`config.mk`:
```
export PLATFORM = sky130hd
export DESIGN_NAME = mgmt_phy_responder
export DESIGN_NICKNAME = d
export VERILOG_FILES = /design/src/rtl/mgmt_pkg.sv /design/src/rtl/mgmt_cmd_reg.sv /design/src/rtl/mgmt_phy_table.sv /design/src/rtl/mgmt_phy_responder.sv
export SDC_FILE = /design/constraint.sdc
export NUM_CORES = 1
export LEC_CHECK = 0
export ABC_AREA = 1
export BUFFER_PORTS_ARGS = -buffer_cell sky130_fd_sc_hd__buf_2
export CAP_MARGIN = 5
export CORE_UTILIZATION = 30
export CTS_CLUSTER_SIZE = 14
export DETAILED_ROUTE_END_ITERATION = 8
export HOLD_SLACK_MARGIN = 0.03
export SETUP_SLACK_MARGIN = 0.1
export SYNTH_ARGS = -nofsm -noshare
export SYNTH_HDL_FRONTEND = slang
export SYNTH_HIERARCHICAL = 1
export SYNTH_SLANG_ARGS = --single-unit
```
`constraint.sdc`:
```
create_clock -name clk -period 1.1 [get_ports clk]
set_input_delay 0.055 -clock clk [delete_from_list [all_inputs] [get_ports clk]]
set_output_delay 0.055 -clock clk [all_outputs]
set_load 0.005 [all_outputs]
```
`src/rtl/mgmt_pkg.sv`:
```
package mgmt_pkg;
  localparam int WORD_W      = 32;
  localparam int DATA_LO     = 0;
  localparam int DATA_W      = 16;
  localparam int PADDR_LO    = 16;
  localparam int PADDR_W     = 10;
  localparam int OPCODE_BIT  = 26;
  localparam int VALID_BIT   = 27;
endpackage

```
`src/rtl/mgmt_cmd_reg.sv`:
```
module mgmt_cmd_reg
  import mgmt_pkg::*;
#(
  parameter int ADDR_W = 12,
  parameter logic [ADDR_W-1:0] REG_OFFSET = 12'h010
) (
  input  logic              clk,
  input  logic              rst,
  input  logic [ADDR_W-1:0] bus_addr,
  input  logic              wr_en,
  input  logic [WORD_W-1:0] wr_data,
  output logic [WORD_W-1:0] cmd_q
);
  logic wr_hit;
  assign wr_hit = wr_en && (bus_addr == REG_OFFSET);

  always_ff @(posedge clk) begin
    if (rst)
      cmd_q <= '0;
    else if (wr_hit)
      cmd_q <= wr_data;
  end

  AST_CMD_HOLD: assert property (@(posedge clk) disable iff (rst)
    !(wr_en && (bus_addr == REG_OFFSET)) |=> $stable(cmd_q));
  AST_CMD_LOAD: assert property (@(posedge clk) disable iff (rst)
    (wr_en && (bus_addr == REG_OFFSET)) |=> (cmd_q == $past(wr_data)));
endmodule

```
`src/rtl/mgmt_phy_table.sv`:
```
module mgmt_phy_table
  import mgmt_pkg::*;
#(
  parameter int N_ENTRIES = 3,
  parameter logic [N_ENTRIES*PADDR_W-1:0] ENTRY_ADDRS = {10'h061, 10'h041, 10'h021},
  parameter logic [N_ENTRIES*DATA_W-1:0]  ENTRY_DATA  = {16'h0E20, 16'h0141, 16'h000C}
) (
  input  logic [WORD_W-1:0] cmd,
  output logic [WORD_W-1:0] resp
);
  logic [PADDR_W-1:0]   req_addr;
  logic [N_ENTRIES-1:0] hit;
  logic [DATA_W-1:0]    sel_data [N_ENTRIES];
  logic [DATA_W-1:0]    merged;
  logic                 opcode;

  assign req_addr = cmd[PADDR_LO +: PADDR_W];
  assign opcode   = cmd[OPCODE_BIT];

  for (genvar g = 0; g < N_ENTRIES; g++) begin : g_entry
    assign hit[g]      = (req_addr == ENTRY_ADDRS[g*PADDR_W +: PADDR_W]);
    assign sel_data[g] = hit[g] ? ENTRY_DATA[g*DATA_W +: DATA_W] : '0;
  end

  always_comb begin
    merged = '0;
    for (int i = 0; i < N_ENTRIES; i++)
      merged = merged | sel_data[i];
  end

  always_comb begin
    resp = '0;
    if (opcode) begin
      resp[VALID_BIT]               = 1'b1;
      resp[DATA_LO +: DATA_W]       = merged;
    end
  end
endmodule

```
`src/rtl/mgmt_phy_responder.sv`:
```
module mgmt_phy_responder
  import mgmt_pkg::*;
#(
  parameter int ADDR_W = 12,
  parameter logic [ADDR_W-1:0] REG_OFFSET = 12'h010,
  parameter int N_ENTRIES = 3,
  parameter logic [N_ENTRIES*PADDR_W-1:0] ENTRY_ADDRS = {10'h061, 10'h041, 10'h021},
  parameter logic [N_ENTRIES*DATA_W-1:0]  ENTRY_DATA  = {16'h0E20, 16'h0141, 16'h000C}
) (
  input  logic              clk,
  input  logic              rst,
  input  logic [ADDR_W-1:0] bus_addr,
  input  logic              wr_en,
  input  logic [31:0]       wr_data,
  input  logic              rd_en,
  output logic [31:0]       rd_data
);
  logic [WORD_W-1:0] cmd_q;
  logic [WORD_W-1:0] resp;
  logic              rd_hit;

  mgmt_cmd_reg #(
    .ADDR_W     (ADDR_W),
    .REG_OFFSET (REG_OFFSET)
  ) u_cmd (
    .clk      (clk),
    .rst      (rst),
    .bus_addr (bus_addr),
    .wr_en    (wr_en),
    .wr_data  (wr_data),
    .cmd_q    (cmd_q)
  );

  mgmt_phy_table #(
    .N_ENTRIES   (N_ENTRIES),
    .ENTRY_ADDRS (ENTRY_ADDRS),
    .ENTRY_DATA  (ENTRY_DATA)
  ) u_table (
    .cmd  (cmd_q),
    .resp (resp)
  );

  assign rd_hit = rd_en && (bus_addr == REG_OFFSET);

  always_ff @(posedge clk) begin
    if (rst)
      rd_data <= '0;
    else if (rd_hit)
      rd_data <= resp;
    else
      rd_data <= '0;
  end

  AST_RESET_CLEAR: assert property (@(posedge clk)
    rst |=> (rd_data == '0 && cmd_q == '0));
  AST_IDLE_ZERO: assert property (@(posedge clk) disable iff (rst)
    !rd_en |=> (rd_data == '0));
  AST_NO_OPCODE: assert property (@(posedge clk) disable iff (rst)
    (rd_en && bus_addr == REG_OFFSET && !cmd_q[OPCODE_BIT]) |=> (rd_data == '0));
  AST_VALID_FLAG: assert property (@(posedge clk) disable iff (rst)
    (rd_en && bus_addr == REG_OFFSET && cmd_q[OPCODE_BIT]) |=> rd_data[VALID_BIT]);
  AST_OFF_ADDR: assert property (@(posedge clk) disable iff (rst)
    (rd_en && bus_addr != REG_OFFSET) |=> (rd_data == '0));
endmodule

```
==> flow_metrics.env, run 1 <==
export IMPL_synth_avg_cell_area_um2=7.57
export IMPL_end_kind="flop"
export IMPL_drv_slew=0
export IMPL_first_iter_violations=28
export IMPL_finalSetupTns_ns=0
export IMPL_viasPerCell=3.50
export IMPL_drive_gt1_frac=0.425
export IMPL_grt_pass1_vias=1232
export IMPL_fin_crit_ns=0.974
export IMPL_cts_made_buffers=5
export IMPL_rsz0062_at_grt="true"
export IMPL_die_w_um=84.1
export IMPL_cts_htree_levels=2
export IMPL_fmax_mhz=1030
export IMPL_gp_congestion=0.731
export IMPL_worstPathMaxFanout=4
export IMPL_period_share=0.885
export IMPL_cp_arrival_ns=1.19
export IMPL_clk_pin_slew_ns=0.08
export IMPL_violations="design-rule violations"
export IMPL_synthCells=267
export IMPL_grt_pass1_wl_mm=4.90
export IMPL_fp_coreArea_mm2=0.00642
export IMPL_outcome="finished with violations"
export IMPL_synth_area_mm2=0.00202
export IMPL_leakage_nw=1.12
export IMPL_antenna_found_initial=0
export IMPL_dp_hpwl_mm=2.16
export IMPL_drv_cap=0
export IMPL_synth_warnings=6
export IMPL_setup_viol=0
export IMPL_timing_reg2reg_setup_slack_ns=0.13
export IMPL_crit_type="reg -> reg"
export IMPL_final_core_util=0.369
export IMPL_cts_sinks=43
export IMPL_ant_nets=0
export IMPL_die_y_um=84.1
export IMPL_hold_viol=0
export IMPL_peakVddDrop_mv=0.500
export IMPL_num_vias=1398
export IMPL_num_rows=29
export IMPL_clk_latency_ns=0.28
export IMPL_start_util=0.315
export IMPL_synthToLayoutAreaGrowth_pct=17.2
export IMPL_power_density_mw_per_mm2=1130
export IMPL_wl_mm=2.73
export IMPL_postCtsHoldBufs=0
export IMPL_required_ns=1.32
export IMPL_drt_pass1_iter_count=6
export IMPL_io_pins=80
export IMPL_grt_overflow=0
export IMPL_p_total_mw=2.67
export IMPL_nets=370
export IMPL_drc=14
export IMPL_grt_max_degree=16
export IMPL_cts_root_buf="clkbuf_8"
export IMPL_portBuffers=58
export IMPL_grt_use_total=0.0864
export IMPL_worstSetupStartpointType="flop"
export IMPL_hold_class="in -> reg"
export IMPL_finClkSkew_ns=0.00573
export IMPL_antenna_cells=0
export IMPL_cts_tree="built"
export IMPL_wl_per_cell_um=6.85
export IMPL_clk_path_buf_depth=2
export IMPL_die_area_mm2=0.00707
==> registers in the layout (all words and copies together) (netlist names) <==
signal	count
rd_data	32
u_cmd/cmd_q	11
==> power breakdown <==
part,internal (mW),switching [mW]
logic,0.0620,0.0810
clock network,0.492,0.478
registers,1.56,0.0000531
==> repair_timing <==
action	in CTS	in global routing
buffers inserted	0	1
gates resized for setup	14	10
setup endpoints to repair	7	9
pin swaps	8	11
==> worst max-delay path, cell delays in order (launching register included) <==
cell and delay (ns):
dfxtp_2 0.33, inv_2 0.05, nand2_1 0.05, nor2_2 0.12
nand2_2 0.09, nor2_4 0.15, inv_2 0.06, nor2_4 0.06
==> worst paths after layout <==
path / startpoint / end / cells after the start
min reg2reg: u_cmd/cmd_q[18] / u_cmd/cmd_q[18] / 2
max: u_cmd/cmd_q[20] / rd_data[9] / 7
min: wr_data[24] / u_cmd/cmd_q[24] / 5
max reg2reg: u_cmd/cmd_q[20] / rd_data[9] / 7
==> per-stage QoR <==
| stage | hold WS, ns | std cells | setup slack (ns) | instance area (um2) |
|---|---|---|---|---|
| floorplan | 0.273 | 288 | 0.112 | 2100 |
| global placement | 0.377 | 391 | 0.0463 | 2230 |
| detailed placement | 0.378 | 391 | 0.0289 | 2230 |
| CTS | 0.0737 | 398 | 0.0995 | 2340 |
| global route | 0.0945 | 399 | 0.0385 | 2370 |
| finish | 0.0806 | 399 | 0.126 | 2370 |
==> placed cells by master, fill, tap and decap left out <==
cell type,n
buf_2,58
inv_1,53
dfxtp_1,38
nor2_2,36
nor2_1,35
nand2_1,22
conb_1,22
nand3_1,13
inv_2,10
buf_4,8
nor2_4,6
clkbuf_8,6
nand2_2,5
dfxtp_2,5
or2_0,1
clkinv_2,1
buf_12,1
nand3_2,1
nand3b_1,1
==> final cells by class <==
class / instances / area [um2]
clock buffers: 6 / 82.6
clock inverters: 1 / 5.00
fillers: 693 / 4060
inverters: 63 / 236
multi-input cells: 142 / 709
flip-flops and latches: 43 / 867
well taps: 77 / 96.3
repair buffers: 67 / 370
==> routing by layer <==
| layer | vias to the layer above | part of all wire | track usage |
|---|---|---|---|
| met2 | 43 | 0.47 | 0.152 |
| met3 | 2 | 0.065 | 0.0198 |
| met4 | 0 | 0.013 | 0.0517 |
| met1 | 555 | 0.45 | 0.0942 |
| li1 | 798 | - | - |
| met5 | - | 0 | 0 |
Power figures use the tool's default switching activity.
==> run 2: changes to the inputs <==
clock period = 0.8 ns   (was 1.1 ns; I/O delays follow)
==> flow_metrics.env, run 2 (synthesized netlist as in run 1, its figures left out) <==
export IMPL_violations="design-rule violations, negative setup slack"
export IMPL_gp_congestion=0.689
export IMPL_reg2reg_to="rd_data[11]"
export IMPL_grt_max_degree=15
export IMPL_ff2ff_path_depth=7
export IMPL_finClkSkew_ns=0.00113
export IMPL_portBuffers=58
export IMPL_final_cell_area_mm2=0.00256
export IMPL_end_kind="flop"
export IMPL_leakage_nw=1.17
export IMPL_hold_ws_ns=0.0511
export IMPL_max_stage_delay_ns=0.31
export IMPL_synthToLayoutAreaGrowth_pct=26.6
export IMPL_hold_viol=0
export IMPL_clk_pin_slew_ns=0.08
export IMPL_die_y_um=84.1
export IMPL_nets=373
export IMPL_peakVddDrop_mv=0.578
export IMPL_rsz0062_at_grt="true"
export IMPL_antenna_cells=0
export IMPL_num_vias=1452
export IMPL_num_rows=29
export IMPL_top_regs="rd_data x32, u_cmd/cmd_q x11"
export IMPL_start_util=0.315
export IMPL_worstPathMaxFanout=4
export IMPL_preCtsSetupSlack_ns=-0.234
export IMPL_largest_register_ffs=32
export IMPL_period_share=1.24
export IMPL_clk_path_buf_depth=2
export IMPL_cts_sinks=43
export IMPL_first_iter_violations=14
export IMPL_drv_cap=0
export IMPL_placed_cell_area_mm2=0.00237
export IMPL_die_area_mm2=0.00707
export IMPL_ant_nets=0
export IMPL_crit_path_cell_trace="inv_1, nand2_2, nor2_4, nand2_4, nor2_4, inv_2, nor2_2"
export IMPL_worstSetupStartpointType="flop"
export IMPL_largest_register="rd_data"
export IMPL_grt_pass1_vias=1288
export IMPL_antenna_found_initial=0
export IMPL_cp_startpoint="u_cmd/cmd_q[24]"
export IMPL_wl_mm=2.99
export IMPL_crit_type="reg -> reg"
export IMPL_grt_overflow=0
export IMPL_clk_latency_ns=0.29
export IMPL_postCtsHoldBufs=0
export IMPL_mostFrequentLayoutCells="57 x buf_2, 49 x inv_1, 32 x nor2_1, 32 x nor2_2, 31 x dfxtp_1"
export IMPL_cp_common_cell="nor2_4"
export IMPL_drc=6
export IMPL_io_pins=80
export IMPL_cp_arrival_ns=1.23
export IMPL_viasPerCell=3.60
export IMPL_cts_made_buffers=5
export IMPL_hold_start="wr_data[23]"
export IMPL_mostFrequentLayoutCell="buf_2"
export IMPL_cp_slowest_cell="dfxtp_1"
export IMPL_drt_pass1_iter_count=7
export IMPL_drv_slew=0
export IMPL_die_w_um=84.1
export IMPL_fin_crit_ns=0.994
export IMPL_drive_gt1_frac=0.506
export IMPL_critPathTopFamily="simple AND/OR/NAND/NOR gates"
export IMPL_dp_hpwl_mm=2.33
export IMPL_final_core_util=0.398
export IMPL_cts_root_buf="clkbuf_8"
export IMPL_cp_depth=7
export IMPL_cts_htree_levels=2
export IMPL_fmax_mhz=1010
export IMPL_cts_tree="built"
export IMPL_grt_pass1_wl_mm=5.09
export IMPL_outcome="finished with violations"
export IMPL_setup_viol=9
export IMPL_setup_ws_ns=-0.194
export IMPL_hold_class="in -> reg"
export IMPL_timing_reg2reg_setup_slack_ns=-0.19
export IMPL_required_ns=1.03
export IMPL_power_density_mw_per_mm2=1570
export IMPL_endpoint="rd_data[11]"
export IMPL_fp_coreArea_mm2=0.00642
export IMPL_reg2reg_from="u_cmd/cmd_q[24]"
export IMPL_wl_per_cell_um=7.41
export IMPL_grt_use_total=0.0924
export IMPL_path_buf_inv=2
==> run 2: cell count changes in the layout (fill, tap and decap cells not counted), moves of 4 or more <==
cell,before,now
dfxtp_1,38,31
dfxtp_2,5,12
inv_1,53,49
inv_2,10,14
nand3_1,13,5
nand3_2,1,9
nor2_2,36,32
nor2_4,6,14
==> run 2: through the flow <==
| stage | total power [mW] | cells | TNS (ns) |
|---|---|---|---|
| detailed placement | 2.42 | 394 | -3.16 |
| global route | 4.20 | 403 | -2.26 |
| floorplan | 2.40 | 288 | -1.13 |
| finish | 4.01 | 403 | -1.48 |
| CTS | 4.08 | 402 | -1.48 |
| global placement | 2.41 | 394 | -2.90 |
==> run 2: worst min-delay path by stage <==
stage | end | slack (ns) | cells past startpoint
2_1_floorplan | u_cmd/cmd_q[26] | 0.26 | 4
3_3_place_gp | u_cmd/cmd_q[22] | 0.35 | 5
3_5_place_dp | u_cmd/cmd_q[22] | 0.36 | 5
4_1_cts | u_cmd/cmd_q[23] | 0.05 | 5
5_1_grt | u_cmd/cmd_q[26] | 0.07 | 5
6_report | u_cmd/cmd_q[23] | 0.05 | 5
==> run 2: worst reg2reg max path, cell delays in order, from the launching register on <==
cell,delay (ns)
dfxtp_1,0.31
inv_1,0.06
nand2_2,0.06
nor2_4,0.12
nand2_4,0.07
nor2_4,0.16
inv_2,0.05
nor2_2,0.09
==> run 2: layer usage <==
| metal | global-route usage | share of wire |
|---|---|---|
| met1 | 0.101 | 0.45 |
| met2 | 0.154 | 0.45 |
| met3 | 0.0376 | 0.074 |
| met4 | 0.0470 | 0.022 |
| met5 | 0 | 0 |
==> run 2: layout make-up <==
type / count / area, um2
Tap cell: 77 / 96.3
Clock inverter: 3 / 43.8
Fill cell: 669 / 3860
Inverter: 63 / 236
Clock buffer: 5 / 68.8
Multi-Input combinational cell: 143 / 813
Timing Repair Buffer: 69 / 424
Sequential cell: 43 / 876
==> run 2: where the power goes <==
| group | switching, mW | leakage [nW] | total, mW | internal [mW] |
|---|---|---|---|---|
| clock network | 0.717 | 0.0581 | 1.65 | 0.929 |
| logic | 0.133 | 0.764 | 0.229 | 0.0959 |
| registers | 0.0000835 | 0.352 | 2.14 | 2.14 |
==> run 2: timing repair <==
action / CTS / global route
resized for setup: 11 / 19
endpoints found under the setup margin: 42 / 47
setup buffers: 0 / 0
pin swaps: 3 / 10
cloned: 0 / 1
==> run 3: changes to the inputs <==
ABC_AREA = default   (was 1)
GPL_ROUTABILITY_DRIVEN = 1   (was default)
==> flow_metrics.env, run 3 <==
export IMPL_outcome="finished with violations"
export IMPL_violations="negative setup slack"
export IMPL_synthToLayoutAreaGrowth_pct=32.0
export IMPL_required_ns=1.00
export IMPL_finClkSkew_ns=0.00828
export IMPL_crit_type="reg -> reg"
export IMPL_cts_htree_levels=2
export IMPL_fp_coreArea_mm2=0.00741
export IMPL_synth_area_mm2=0.00235
export IMPL_antenna_cells=0
export IMPL_antenna_found_initial=0
export IMPL_endpoint="rd_data[8]"
export IMPL_clk_latency_ns=0.29
export IMPL_num_rows=31
export IMPL_fin_crit_ns=1.84
export IMPL_drv_cap=0
export IMPL_timing_reg2reg_setup_slack_ns=-1.04
export IMPL_drv_slew=0
export IMPL_nets=333
export IMPL_drt_pass1_iter_count=4
export IMPL_synthCells=213
export IMPL_worstPathMaxFanout=3
export IMPL_cts_sinks=43
export IMPL_grt_use_total=0.114
export IMPL_fmax_mhz=543
export IMPL_grt_pass1_wl_mm=7.47
export IMPL_rsz0062_at_grt="true"
export IMPL_die_area_mm2=0.00819
export IMPL_hold_class="in -> reg"
export IMPL_end_kind="flop"
export IMPL_leakage_nw=1.23
export IMPL_hold_depth=3
export IMPL_die_w_um=90.5
export IMPL_synth_avg_cell_area_um2=11.0
export IMPL_placedCellCount=363
export IMPL_wl_per_cell_um=11.5
export IMPL_io_pins=80
export IMPL_start_util=0.317
export IMPL_ff2ff_path_depth=4
export IMPL_viasPerCell=4.27
export IMPL_largest_register="rd_data"
export IMPL_cp_slowest_cell="or4_4"
export IMPL_setup_viol=21
export IMPL_dp_hpwl_mm=3.26
export IMPL_hold_viol=0
export IMPL_cts_made_buffers=5
export IMPL_layout_cells_non_filler=385
export IMPL_peakVddDrop_mv=0.528
export IMPL_mostFrequentLayoutCell="buf_2"
export IMPL_drc=0
export IMPL_worstSetupStartpointType="flop"
export IMPL_cts_tree="built"
export IMPL_reg2reg_from="u_cmd/cmd_q[25]"
export IMPL_period_share=2.30
export IMPL_drive_gt1_frac=0.643
export IMPL_portBuffers=58
export IMPL_clk_pin_slew_ns=0.08
export IMPL_wl_mm=4.44
export IMPL_gp_congestion=0.664
export IMPL_num_vias=1644
export IMPL_cts_root_buf="clkbuf_8"
export IMPL_mostFrequentLayoutCells="52 x buf_2, 28 x dfxtp_1, 25 x nor4_2, 24 x buf_4, 24 x nand2b_1"
export IMPL_reg2reg_to="rd_data[8]"
export IMPL_power_density_mw_per_mm2=1310
export IMPL_crit_path_cell_trace="or4_4, nor4b_4, or3b_4, nor4_4"
export IMPL_cp_startpoint="u_cmd/cmd_q[25]"
export IMPL_nFillCells=727
export IMPL_ant_nets=0
export IMPL_final_core_util=0.419
export IMPL_setup_ws_ns=-1.04
export IMPL_grt_max_degree=23
export IMPL_grt_overflow=0
export IMPL_cp_arrival_ns=2.04
export IMPL_top_regs="rd_data x32, u_cmd/cmd_q x11"
export IMPL_first_iter_violations=23
export IMPL_die_y_um=90.5
export IMPL_synth_warnings=6
export IMPL_largest_register_ffs=32
export IMPL_grt_pass1_vias=1604
export IMPL_max_stage_delay_ns=0.59
export IMPL_clk_path_buf_depth=2
-- run 3: cell count changes in the layout (fill, tap and decap cells not counted), sizes merged, moves of 14 or more --
cell and change:
nand2 -26, or3b +33, nand3 -14, nor2 -76, inv -63, buf +19
nor4 +35, nand2b +24
-- run 3: critical path, delay by kind of cell, from the launching register on --
| kind | cells | cell delay, ns |
|---|---|---|
| and+or+nand+nor | 4 | 1.43 |
| DFF | 1 | 0.33 |
-- run 3: how the worst min path moves through the flow --
stage | from | endpoint | slack, ns
finish | bus_addr[5] | rd_data[27] | 0.12
global route | bus_addr[9] | rd_data[27] | 0.12
CTS | bus_addr[5] | rd_data[27] | 0.1
detailed placement | wr_data[21] | u_cmd/cmd_q[21] | 0.31
global placement | wr_data[20] | u_cmd/cmd_q[20] | 0.31
floorplan | wr_data[26] | u_cmd/cmd_q[26] | 0.19
-- run 3: per-layer routing --
| layer | vias up | wire, um | global-route usage |
|---|---|---|---|
| met5 | - | 0 | 0 |
| met4 | 0 | 51 | 0.0403 |
| met3 | 5 | 171 | 0.0286 |
| met2 | 43 | 2130 | 0.184 |
| met1 | 756 | 2080 | 0.145 |
| li1 | 840 | - | - |
-- run 3: stage by stage --
stage / area (um2) / setup WS [ns] / setup TNS, ns / power [mW] / hold slack, ns
floorplan: 2470 / -1.08 / -10.62 / 2.48 / 0.187
global placement: 2710 / -0.994 / -13.61 / 2.54 / 0.308
detailed placement: 2710 / -1.02 / -13.99 / 2.55 / 0.314
CTS: 3030 / -1.04 / -10.09 / 4.14 / 0.0993
global route: 3100 / -1.11 / -11.39 / 4.28 / 0.119
finish: 3100 / -1.04 / -9.82 / 4.08 / 0.123
-- run 3: final cells by class --
cell class | count | area (um2) | share of cell area
clock buffer | 7 | 96.3 | 0.0311
timing repair buffer | 99 | 719 | 0.232
clock inverter | 1 | 7.51 | 0.00242
tap | 99 | 124 | 0.0399
multi-input combinational | 136 | 1270 | 0.410
sequential | 43 | 882 | 0.284
-- run 3: power breakdown --
group	switching (mW)	internal (mW)	total, mW
sequential	0.0000453	2.13	2.13
combinational	0.198	0.224	0.422
clock	0.737	0.786	1.52
-- run 3: timing repair --
action,in CTS,in global routing
gates cloned,1,0
pin swaps,3,5
hold buffers,11,0
endpoints found under the setup margin,53,53
endpoints found under the hold margin,11,0
buffers inserted,3,0
resized for setup,18,20
